--- config.mk ---
export PLATFORM = sky130hd
export DESIGN_NAME = ifthr_offset_unit
export DESIGN_NICKNAME = d
export VERILOG_FILES = /design/src/rtl/ifthr_offset_unit.sv
export SDC_FILE = /design/constraint.sdc
export NUM_CORES = 1
export LEC_CHECK = 0
export BUFFER_PORTS_ARGS = -buffer_cell sky130_fd_sc_hd__buf_2
export CAP_MARGIN = 20
export CORE_MARGIN = 2
export CORE_UTILIZATION = 49
export CTS_CLUSTER_SIZE = 14
export DETAILED_ROUTE_END_ITERATION = 16
export GPL_TIMING_DRIVEN = 0
export HOLD_SLACK_MARGIN = 0.02
export PLACE_DENSITY = 0.8
export SLEW_MARGIN = 20
export SYNTH_ARGS = -nofsm -noshare
export SYNTH_HDL_FRONTEND = slang
export SYNTH_SLANG_ARGS = --single-unit
export TNS_END_PERCENT = 20
--- constraint.sdc ---
create_clock -name clk_i -period 2.04 [get_ports clk_i]
set_input_delay 0.306 -clock clk_i [delete_from_list [all_inputs] [get_ports clk_i]]
set_output_delay 0.306 -clock clk_i [all_outputs]
set_load 0.03 [all_outputs]
--- src/rtl/ifthr_offset_unit.sv ---
module ifthr_offset_unit #(
  parameter int unsigned W = 12
) (
  input  logic         clk_i,
  input  logic         rst_ni,
  input  logic         cap_i,
  input  logic [W-1:0] conv_i,
  output logic [W-1:0] offset_o,
  output logic [W-1:0] corr_o
);
  always_ff @(posedge clk_i or negedge rst_ni) begin
    if (!rst_ni)    offset_o <= '0;
    else if (cap_i) offset_o <= conv_i;
  end

  // saturate at zero, never wrap
  always_comb begin
    if (conv_i >= offset_o) corr_o = conv_i - offset_o;
    else                    corr_o = '0;
  end

  p_offset_capture_r7: assert property (@(posedge clk_i) disable iff (!rst_ni)
    cap_i |=> offset_o == $past(conv_i));

  p_offset_hold_r11: assert property (@(posedge clk_i) disable iff (!rst_ni)
    !cap_i |=> $stable(offset_o));

  p_no_wrap_r9: assert property (@(posedge clk_i) disable iff (!rst_ni)
    corr_o <= conv_i);
endmodule

==> run_results.csv <==
group,metric,value,unit
synthesis,ys_seq_elements,12,
clock_tree,root_buffer,"clkbuf_4",
detailed_routing,drtPass1Iterations,4,
synthesis,ys_seq_area_frac,0.268,
sta,setup_viol,12,
floorplan,die_y,51.8,um
global_routing,grt_pass1_wl,6170,um
place,gp_congestion,0.860,
worst_setup_path,cp_max_fo,4,
synthesis,netlist_instances,145,
worst_setup_path,critPathLaunchType,"flop",
layout,top_regs,"offset_o x12",
sta,worstMarginPinSlew,0.478,ns
floorplan,die_area,2690,sq um
global_routing,antenna_found_initial,0,
detailed_routing,drt-total-wl,4640,um
synthesis,ys_types,39,
synthesis,synth_mux_area_frac,0.0100,
synthesis,synthesis.area,1120,sq um
synthesis,yosys.area_share.simple,0.243,
detailed_routing,first_iter_violations,70,
layout,n_antenna_cell,0,
sta,hold_violations,0,
synthesis,ys_top_cells_by_area,"dfrtp_1 (27%), ha_1 (13%), o21ai_0 (7.1%)",
clock_tree,cts_tree,"yes",
layout,layout_commonest_cell,"buf_2",
clock_tree,clkTransAtPathRegs,0.09,ns
synthesis,synth-adder-area-share,0.152,
detailed_routing,wl_per_cell,20.5,um
sta,slew_viol_final,0,
layout,largest-register,"offset_o",
sta,max_freq,389,MHz
power_and_ir_drop,p_leak,0.842,nW
sta,worst_slack,-0.529,ns
detailed_routing,via_count,1423,
synthesis,synth_xor_area_frac,0.0469,
worst_setup_path,startpoint,"offset_o[8]$_DFFE_PN0P_",
layout,syn2layout_area_growth,76.3,%
power_and_ir_drop,power,1.50,mW
synthesis,synth_top_family_by_area,"simple AND/OR/NAND/NOR gates",
layout,nets,227,
run,cap_violations,0,
worst_setup_path,required,1.73,ns
sta,min_period,2.57,ns
synthesis,synth_nets,173,
hold_path,hp-class,"in2reg",
hold_path,hp-start,"conv_i[0]",
synthesis,synth_compound_area_frac,0.213,
power_and_ir_drop,ir_worst_vdd,0.000643,V
outcome,violations,"negative setup slack",
floorplan,die_w,51.8,um
outcome,outcome,"finished, violations left",
global_routing,grt-ovfl-total,0,
worst_setup_path,crit_path_end_kind,"output pin",
sta,clock_skew,0,ns
synthesis,synth_top_area_cell,"dfrtp_1",
worst_setup_path,r2r-start,"offset_o[0]$_DFFE_PN0P_",
floorplan,start_util,0.512,
power_and_ir_drop,power_per_cell_area,760,nW/um^2
clock_tree,cts_max_level,1,
sta,rsz0062_at_grt,"true",
layout,largest_register_ffs,12,
detailed_routing,vias_per_cell,6.30,
synthesis,yosysTopAreaCellShare,0.268,
clock_tree,clock_sinks,12,
layout,drive_gt1_frac,0.601,
global_routing,grt_max_degree,13,
sta,hold-worst-slack,0.268,ns
floorplan,fp-row-count,17,
floorplan,core,2190,sq um
floorplan,pin_count,39,
global_routing,grt_use_total,0.312,
layout,layout_common_cells,"buf_2 (26), nand2_1 (18), o21ai_0 (16)",
synthesis,synth_area_per_cell,7.73,sq um
clock_tree,cts_made_buffers,3,
clock_tree,clock_path_buffers,2,
place,place.detailed.hpwl,2630,um
sta,maxSlewHeadroom,0.678,
detailed_routing,route.detailed.drc,0,
place,io_buffers,38,
worst_setup_path,critPathArrivalTime,2.26,ns
clock_tree,worst_skew_pair.late_latency,0.29,ns
synthesis,yosysWarnings,0,
detailed_routing,detail-route-antenna-nets,0,
worst_setup_path,crit_type,"reg2out",
sta,period_share,1.26,
global_routing,grt_pass1_vias,1338,
-- metal layers --
layer | global-route usage | up-vias | wire length (um)
li1 | - | 611 | -
met1 | 0.336 | 677 | 1710
met2 | 0.589 | 109 | 2410
met3 | 0.0776 | 26 | 322
met4 | 0.0921 | 0 | 203
met5 | 0 | - | 0
-- worst max-delay path: stages, from the launching register on --
cell and delay (ns):
dfrtp_2 0.41, inv_1 0.12, ha_4 0.25, a21oi_2 0.20
nand2_1 0.11, and4b_1 0.30, o21ai_0 0.21, a21oi_4 0.21
buf_6 0.15
-- power breakdown --
| part | switching [mW] | total [mW] | internal, mW |
|---|---|---|---|
| registers | 0.0156 | 0.278 | 0.263 |
| logic | 0.583 | 1.02 | 0.434 |
| clock network | 0.0969 | 0.206 | 0.109 |
| total | 0.696 | 1.50 | 0.806 |
-- per-stage QoR --
| step | TNS, ns | instances | area (sq um) | setup WS (ns) | utilization |
|---|---|---|---|---|---|
| 2_1_floorplan | -1.26 | 145 | 1370 | -0.158 | - |
| 3_3_place_gp | -3.25 | 211 | 1590 | -0.373 | 0.726 |
| 3_5_place_dp | -3.39 | 211 | 1590 | -0.403 | 0.726 |
| 4_1_cts | -4.78 | 220 | 1850 | -0.460 | 0.844 |
| 5_1_grt | -5.92 | 226 | 1980 | -0.545 | 0.902 |
| 6_report | -5.45 | 226 | 1980 | -0.529 | 0.902 |
-- synth_stat cells, drive strengths merged --
master / count
and2: 2
ha: 12
nand3: 4
and4b: 1
a21oi: 7
nand4: 2
o21a: 1
nor2: 15
o2bb2ai: 1
o2111ai: 1
mux2: 1
nor3: 5
buf: 1
clkbuf: 2
nand2b: 3
or3: 1
and4: 1
o211a: 1
a21o: 3
a31o: 1
a211oi: 1
a41oi: 1
a31oi: 2
a311oi: 1
fa: 1
o21ai: 17
xnor2: 4
nor2b: 1
dfrtp: 12
nand2: 20
xor2: 2
inv: 16
nor4: 1
o211ai: 1
-- cell families (layout without fill, tap and decap cells) --
logic type	count (synthesis)	count (layout)
simple gates	56	56
compound gates	38	38
buf+inv	19	72
fa+ha+maj	13	13
flops	12	12
xor+xnor	6	6
mux	1	1
-- path summary, 6_finish.rpt --
check	to	slack, ns	cells after the start
worst max-delay path	corr_o[9]	-0.53	8
worst min-delay path	offset_o[0]$_DFFE_PN0P_	0.27	2
worst max register to register	offset_o[0]$_DFFE_PN0P_	1.11	2
worst min register to register	offset_o[7]$_DFFE_PN0P_	0.59	2
max in group asynchronous	offset_o[5]$_DFFE_PN0P_	1.36	2
min in group asynchronous	offset_o[9]$_DFFE_PN0P_	0.43	2
-- repair_timing --
action                                 4_1_cts  5_1_grt
hold buffers                                 1        0
pin swaps                                   12       12
setup endpoints to repair                   12       12
setup buffers                                3        6
gates cloned                                 1        0
gates resized for setup                     42       15
endpoints found under the hold margin       12        0
-- cell type report --
type / count / area, sq um
flip-flops and latches: 12 / 314
repair buffers: 49 / 370
well taps: 28 / 35.0
clock buffers: 4 / 36.3
multi-input cells: 114 / 1130
plain buffers: 3 / 27.5
inverters: 16 / 62.6
fillers: 95 / 214
Note: power is estimated with default switching activity, not from simulation.
